### config.mk
export PLATFORM = sky130hd
export DESIGN_NAME = dbgn_node
export DESIGN_NICKNAME = d
export VERILOG_FILES = /design/src/rtl/dbgn_pkg.sv /design/src/rtl/dbgn_trigger.sv /design/src/rtl/dbgn_evq.sv /design/src/rtl/dbgn_vclk.sv /design/src/rtl/dbgn_node.sv
export SDC_FILE = /design/constraint.sdc
export NUM_CORES = 1
export LEC_CHECK = 0
export ABC_AREA = 1
export BUFFER_PORTS_ARGS = -buffer_cell sky130_fd_sc_hd__clkbuf_2
export CORE_AREA = 2 2 242 244
export CTS_CLUSTER_DIAMETER = 200
export CTS_CLUSTER_SIZE = 14
export DETAILED_ROUTE_END_ITERATION = 8
export DIE_AREA = 0 0 244 246
export GPL_ROUTABILITY_DRIVEN = 0
export PLACE_DENSITY = 0.59
export SLEW_MARGIN = 5
export SYNTH_ARGS = -nofsm -noshare
export SYNTH_HDL_FRONTEND = slang
export SYNTH_SLANG_ARGS = --single-unit
### constraint.sdc
create_clock -name clk_i -period 2.7 [get_ports clk_i]
set_input_delay 0.27 -clock clk_i [delete_from_list [all_inputs] [get_ports clk_i]]
set_output_delay 0.27 -clock clk_i [all_outputs]
set_load 0.03 [all_outputs]
### src/rtl/dbgn_pkg.sv
package dbgn_pkg;
  localparam int FIELD_W = 32;
  localparam int DIR_RD  = 0;
  localparam int DIR_WR  = 1;
  typedef logic [FIELD_W-1:0] field_t;
endpackage

### src/rtl/dbgn_trigger.sv
module dbgn_trigger import dbgn_pkg::*; #(
  parameter int ADDR_W = 32
) (
  input  logic              clk_i,
  input  logic              rst_ni,
  input  logic              cfg_we_i,
  input  logic [ADDR_W-1:0] cfg_addr_i,
  input  logic [ADDR_W-1:0] cfg_mask_i,
  input  logic [1:0]        cfg_dir_i,
  input  logic              bus_valid_i,
  input  logic              bus_write_i,
  input  logic [ADDR_W-1:0] bus_addr_i,
  output logic              match_o
);
  logic [ADDR_W-1:0] addr_q, mask_q;
  logic [1:0]        dir_q;
  logic              dir_ok, addr_ok;

  always_ff @(posedge clk_i or negedge rst_ni) begin
    if (!rst_ni) begin
      addr_q <= '0;
      mask_q <= '0;
      dir_q  <= '0;
    end else if (cfg_we_i) begin
      addr_q <= cfg_addr_i;
      mask_q <= cfg_mask_i;
      dir_q  <= cfg_dir_i;
    end
  end

  always_comb begin
    dir_ok  = bus_write_i ? dir_q[DIR_WR] : dir_q[DIR_RD];
    addr_ok = ((bus_addr_i ^ addr_q) & mask_q) == '0;
    match_o = bus_valid_i && dir_ok && addr_ok;
  end


  no_idle_match_chk: assert property (@(posedge clk_i) disable iff (!rst_ni)
    !bus_valid_i |-> !match_o);

  write_dir_chk: assert property (@(posedge clk_i) disable iff (!rst_ni)
    (match_o && bus_write_i) |-> dir_q[DIR_WR]);
endmodule

### src/rtl/dbgn_evq.sv
module dbgn_evq #(
  parameter int EV_W = 33
) (
  input  logic            clk_i,
  input  logic            rst_ni,
  input  logic            push_req_i,
  input  logic [EV_W-1:0] ev_i,
  input  logic            pop_i,
  output logic            pend_o,
  output logic [EV_W-1:0] head_o,
  output logic            ovf_o
);
  logic [EV_W-1:0] slot0_q, slot1_q;
  logic [1:0]      cnt_q;
  logic            full, push;

  assign full   = (cnt_q == 2'd2);
  assign push   = push_req_i && !full;
  assign pend_o = (cnt_q != 2'd0);
  assign head_o = slot0_q;

  always_ff @(posedge clk_i or negedge rst_ni) begin
    if (!rst_ni) begin
      slot0_q <= '0;
      slot1_q <= '0;
      cnt_q   <= '0;
      ovf_o   <= 1'b0;
    end else begin
      if (pop_i) slot0_q <= slot1_q;
      if (push) begin
        if (cnt_q == 2'd0 || (cnt_q == 2'd1 && pop_i)) slot0_q <= ev_i;
        else slot1_q <= ev_i;
      end
      case ({push, pop_i})
        2'b10:   cnt_q <= cnt_q + 2'd1;
        2'b01:   cnt_q <= cnt_q - 2'd1;
        default: cnt_q <= cnt_q;
      endcase
      if (push_req_i && full) ovf_o <= 1'b1;
    end
  end


  depth_bound_chk: assert property (@(posedge clk_i) disable iff (!rst_ni)
    cnt_q <= 2'd2);

  ovf_sticky_chk: assert property (@(posedge clk_i) disable iff (!rst_ni)
    ovf_o |=> ovf_o);

  pop_when_pend_chk: assert property (@(posedge clk_i) disable iff (!rst_ni)
    pop_i |-> pend_o);
endmodule

### src/rtl/dbgn_vclk.sv
module dbgn_vclk import dbgn_pkg::*; #(
  parameter int ADDR_W   = 32,
  parameter int NODES    = 5,
  parameter int NODE_IDX = 0,
  localparam int VEC_W   = NODES * FIELD_W
) (
  input  logic              clk_i,
  input  logic              rst_ni,
  input  logic              pend_i,
  input  logic [ADDR_W:0]   head_i,
  input  logic              gtv_gnt_i,
  input  logic [VEC_W-1:0]  gtv_rd_i,
  output logic              gtv_req_o,
  output logic              gtv_we_o,
  output logic [VEC_W-1:0]  gtv_wr_o,
  output logic              pop_o,
  output logic              trc_valid_o,
  output logic              trc_write_o,
  output logic [ADDR_W-1:0] trc_addr_o,
  output logic [VEC_W-1:0]  trc_vec_o
);
  assign gtv_req_o = pend_i;
  assign gtv_we_o  = pend_i && gtv_gnt_i;
  assign pop_o     = gtv_we_o;

  for (genvar k = 0; k < NODES; k++) begin : g_field
    if (k == NODE_IDX) begin : g_own
      assign gtv_wr_o[k*FIELD_W +: FIELD_W] = gtv_rd_i[k*FIELD_W +: FIELD_W] + field_t'(1);
    end else begin : g_pass
      assign gtv_wr_o[k*FIELD_W +: FIELD_W] = gtv_rd_i[k*FIELD_W +: FIELD_W];
    end
  end

  always_ff @(posedge clk_i or negedge rst_ni) begin
    if (!rst_ni) begin
      trc_valid_o <= 1'b0;
      trc_write_o <= 1'b0;
      trc_addr_o  <= '0;
      trc_vec_o   <= '0;
    end else begin
      trc_valid_o <= gtv_we_o;
      if (gtv_we_o) begin
        trc_write_o <= head_i[ADDR_W];
        trc_addr_o  <= head_i[ADDR_W-1:0];
        trc_vec_o   <= gtv_wr_o;
      end
    end
  end


  trace_follows_chk: assert property (@(posedge clk_i) disable iff (!rst_ni)
    gtv_we_o |=> trc_valid_o);

  vec_hold_chk: assert property (@(posedge clk_i) disable iff (!rst_ni)
    !$past(gtv_we_o) |-> $stable(trc_vec_o));
endmodule

### src/rtl/dbgn_node.sv
module dbgn_node import dbgn_pkg::*; #(
  parameter int ADDR_W   = 32,
  parameter int NODES    = 5,
  parameter int NODE_IDX = 0,
  localparam int VEC_W   = NODES * FIELD_W
) (
  input  logic              clk_i,
  input  logic              rst_ni,
  input  logic              cfg_we_i,
  input  logic [ADDR_W-1:0] cfg_addr_i,
  input  logic [ADDR_W-1:0] cfg_mask_i,
  input  logic [1:0]        cfg_dir_i,
  input  logic              bus_valid_i,
  input  logic              bus_write_i,
  input  logic [ADDR_W-1:0] bus_addr_i,
  output logic              gtv_req_o,
  input  logic              gtv_gnt_i,
  input  logic [VEC_W-1:0]  gtv_rd_i,
  output logic              gtv_we_o,
  output logic [VEC_W-1:0]  gtv_wr_o,
  output logic              trc_valid_o,
  output logic              trc_write_o,
  output logic [ADDR_W-1:0] trc_addr_o,
  output logic [VEC_W-1:0]  trc_vec_o,
  output logic              ovf_o
);
  logic            match, pend, pop;
  logic [ADDR_W:0] head;

  dbgn_trigger #(.ADDR_W(ADDR_W)) u_trig (
    .clk_i, .rst_ni, .cfg_we_i, .cfg_addr_i, .cfg_mask_i, .cfg_dir_i,
    .bus_valid_i, .bus_write_i, .bus_addr_i, .match_o(match)
  );

  dbgn_evq #(.EV_W(ADDR_W + 1)) u_evq (
    .clk_i, .rst_ni, .push_req_i(match), .ev_i({bus_write_i, bus_addr_i}),
    .pop_i(pop), .pend_o(pend), .head_o(head), .ovf_o
  );

  dbgn_vclk #(.ADDR_W(ADDR_W), .NODES(NODES), .NODE_IDX(NODE_IDX)) u_vclk (
    .clk_i, .rst_ni, .pend_i(pend), .head_i(head), .gtv_gnt_i, .gtv_rd_i,
    .gtv_req_o, .gtv_we_o, .gtv_wr_o, .pop_o(pop),
    .trc_valid_o, .trc_write_o, .trc_addr_o, .trc_vec_o
  );


  trace_vec_chk: assert property (@(posedge clk_i) disable iff (!rst_ni)
    trc_valid_o |-> trc_vec_o == $past(gtv_wr_o));

  trace_granted_chk: assert property (@(posedge clk_i) disable iff (!rst_ni)
    trc_valid_o |-> ($past(gtv_gnt_i) && $past(gtv_req_o)));
endmodule

==> results.py <==
metrics = {
    "timing": {
        "slew_violations": 0,
        "rsz0062_at_grt": "false",
        "slew_headroom_pct": 15.0,
        "min_period_ps": 2530,
        "post-route-period-util_pct": 93.5,
        "worst_slew_pin_slew_ps": 1270,
        "skew_ps": 17.8,
        "fin_tns_setup_ps": 0,
        "layout_setup_ws_ps": 175,
        "hold_viol_final": 0,
        "fmax_mhz": 396,
        "setup_viol": 0,
    },
    "clocking": {
        "cts_tree": "done",
        "clk_latency_ps": 600,
        "path_clk_slew_ps": 70,
        "cts_made_buffers": 27,
        "cts_max_level": 1,
        "cts_max_path_buffers": 3,
        "cts_setup_buffers": 0,
        "cts_sinks": 329,
        "cts_root_buf": "clkbuf_16",
    },
    "die": {
        "die_width_um": 244,
        "dieArea_sq_um": 60000,
        "die_y_um": 246,
        "io_pins": 621,
        "std_cell_rows": 88,
        "core_sq_um": 57400,
        "start_util_pct": 27.7,
    },
    "detailed_routing": {
        "drc_errors": 0,
        "via_per_inst": 4.49,
        "wl_per_cell_um": 19.2,
        "ant_nets": 0,
        "num_vias": 15200,
        "drt_iter0_drc": 1007,
        "dr.pass1.iters": 5,
        "totalWireLength_um": 64800,
    },
    "critical_path": {
        "r2r_slack_ps": 500,
        "cp_max_fo": 36,
        "worstReg2RegStart": "u_evq.cnt_q[0]",
        "arrival_ps": 2260,
        "setup.worst_path.end": "gtv_we_o",
        "startpoint_type": "flop",
        "timing.rr.end": "u_vclk.trc_vec_o[66]",
        "startpoint": "u_evq.cnt_q[0]",
        "reg2reg_depth": 7,
        "crit_path_end_kind": "primary output",
        "critPathRequiredTime_ps": 2430,
        "path_class": "reg -> out",
    },
    "final_layout": {
        "drive_gt1_share_pct": 29.4,
        "syn_to_final_growth_pct": 38.7,
        "instances_no_fill": 3385,
        "fillers": 5741,
        "nNetsFinal": 2887,
    },
    "power_and_ir_drop": {
        "power.density_nw_per_um2": 879,
        "leakagePower_nw": 11.8,
        "peakVddDrop_mv": 0.789,
    },
    "yosys": {
        "avgSynthCellArea_sq_um": 8.25,
        "ys_seq_elements": 329,
        "synthAdderAreaFrac_pct": 0.394,
        "synth_xor_area_share_pct": 1.60,
        "synth_top_family_by_area": "simple AND/OR/NAND/NOR gates",
        "synth_simple_gate_area_share_pct": 27.1,
        "syn-cell-area_sq_um": 15900,
        "syn-num-nets": 2196,
        "syn_inst": 1927,
        "ys_seq_area_share_pct": 51.8,
        "synth_compound_area_share_pct": 4.01,
        "synth.distinct_cells": 35,
        "synth-warning-count": 0,
        "synth_mux_area_share_pct": 3.83,
    },
    "global_routing": {
        "antenna_found_initial": 4,
        "grt_max_degree": 229,
        "busiest_layer": "met2",
        "grtUsageMet1_pct": 25.4,
        "grt_pass1_wl_um": 94600,
        "met2_usage_pct": 32.9,
        "grtUsageMet3_pct": 7.75,
        "gr-total-overflow": 0,
        "grt_usage_pct": 20.8,
        "grt_pass1_vias": 14800,
    },
    "run_status": {
        "status": "finished, final reports clean",
    },
    "place": {
        "dpl.hpwl_um": 46400,
        "place_ws_ps": 523,
        "numPlacedInstances": 3125,
        "port_buffers": 620,
    },
    "flow_run": {
        "maxCapViolCount": 0,
    },
    "hold_path": {
        "hold_path.class": "in -> reg",
    },
}
[critical path, cell delays in order, from the launching register on]
cell	delay, ps
dfrtp_1	390
inv_1	70
ha_1	240
inv_2	90
nand2_4	80
clkinv_8	150
buf_12	200
buf_12	180
clkbuf_2	220
[routing by layer]
layer	vias to the layer above	wire [um]	share of wire (%)
met1	7067	25500	39
li1	7318	-	-
met5	-	258	0.40
met4	6	2770	4.3
met2	672	29500	46
met3	124	6740	10
[stage by stage]
stage / total power, mW / hold WS (ps) / util, % / area [sq um]
2_1_floorplan: 12.1 / -25.6 / - / 15900
3_3_place_gp: 15.4 / 333 / 33.2 / 19000
3_5_place_dp: 15.4 / 340 / 33.2 / 19000
4_1_cts: 19.5 / 13.6 / 38.4 / 22000
5_1_grt: 20.4 / 54.5 / 38.4 / 22000
6_report: 19.4 / 67.6 / 38.4 / 22000
[power breakdown]
part | internal, mW | leakage (nW) | switching [mW] | total [mW]
clock network | 1.78 | 0.347 | 1.90 | 3.68
registers | 6.19 | 4.19 | 0.777 | 6.97
logic | 2.28 | 7.30 | 6.44 | 8.72
total | 10.3 | 11.8 | 9.12 | 19.4
[logic make-up after synthesis]
group           count (synthesis)
simple gates                 1051
buf+inv                       335
flops                         329
compound gates                124
mux                            54
xor+xnor                       29
fa+ha+maj                       5
[area by class of cell]
class,count,area [sq um],share of cell area (%)
flip-flops and latches,329,8230,37.4
multi-input cells,1263,5890,26.7
repair buffers,881,5810,26.4
well taps,765,957,4.34
clock buffers,27,676,3.07
inverters,116,448,2.03
clock inverters,2,28.8,0.131
diodes,2,5.00,0.0227
[flip-flops by register name (all words and copies together), names as in the netlist, 2 cells and up]
name and count:
u_vclk.trc_vec_o 160, u_evq.head_o 33, u_evq.slot1_q 33, u_trig.addr_q 32, u_trig.mask_q 32, u_vclk.trc_addr_o 32, u_evq.cnt_q 2, u_trig.dir_q 2
[cells in the mapped netlist]
cell type	count	area share (%)
nand3b_1	1	0.047
clkinv_1	2	0.047
nand4_4	1	0.13
nand4_2	1	0.079
a21oi_4	1	0.10
buf_4	128	6.0
nand4_1	79	3.1
buf_2	10	0.31
inv_2	14	0.33
o21ai_1	25	0.79
a21oi_1	3	0.094
nand3_1	27	0.85
nor2_1	61	1.4
and3_1	1	0.039
xnor2_1	11	0.61
clkbuf_1	70	1.7
nor2_4	2	0.14
dfrtp_1	329	52
xor2_1	18	0.99
buf_6	6	0.43
nand2_1	850	20
nor2_2	5	0.20
a21o_1	1	0.047
mux2_2	54	3.8
or2_0	1	0.039
nor3_1	13	0.41
ha_1	5	0.39
nand2_2	1	0.039
buf_1	5	0.12
inv_1	100	2.4
nor3_2	4	0.25
nor4_1	1	0.039
o21ai_2	1	0.055
o21ai_0	93	2.9
nand3_2	3	0.19
[what timing repair did]
action	4_1_cts	5_1_grt
endpoints found under the hold margin	295	0
resized for setup	0	2
hold buffers	229	0
endpoints found under the setup margin	0	1
[worst min path at each step]
stage	start	to	slack (ps)	depth (start not counted)
2_1_floorplan	rst_ni	u_evq.cnt_q[0]	-30	0
3_3_place_gp	rst_ni	u_vclk.trc_vec_o[85]	330	1
3_5_place_dp	rst_ni	u_vclk.trc_vec_o[77]	340	1
4_1_cts	gtv_rd_i[14]	u_vclk.trc_vec_o[14]	10	4
5_1_grt	gtv_rd_i[14]	u_vclk.trc_vec_o[14]	50	4
6_report	gtv_rd_i[13]	u_vclk.trc_vec_o[13]	70	4
[layout by cell type, fill, tap and decap left out, types with 2 or more instances in the layout]
cell,Yosys,final
nor3_1,13,13
ha_1,5,5
inv_2,14,14
diode_2,0,2
clkbuf_16,0,27
nand2_1,850,849
nand4_1,79,79
dlygate4sd3_1,0,229
xnor2_1,11,11
nor2_4,2,2
inv_1,100,100
clkbuf_2,0,618
nand3_1,27,27
xor2_1,18,18
nand3_2,3,3
nor2_2,5,5
buf_4,128,19
o21ai_0,93,93
o21ai_1,25,25
dfrtp_1,329,329
a21oi_1,3,2
mux2_2,54,54
nor3_2,4,4
nor2_1,61,61
buf_12,0,13
a21oi_4,1,2
No activity file was read; power rests on OpenSTA's default activity.
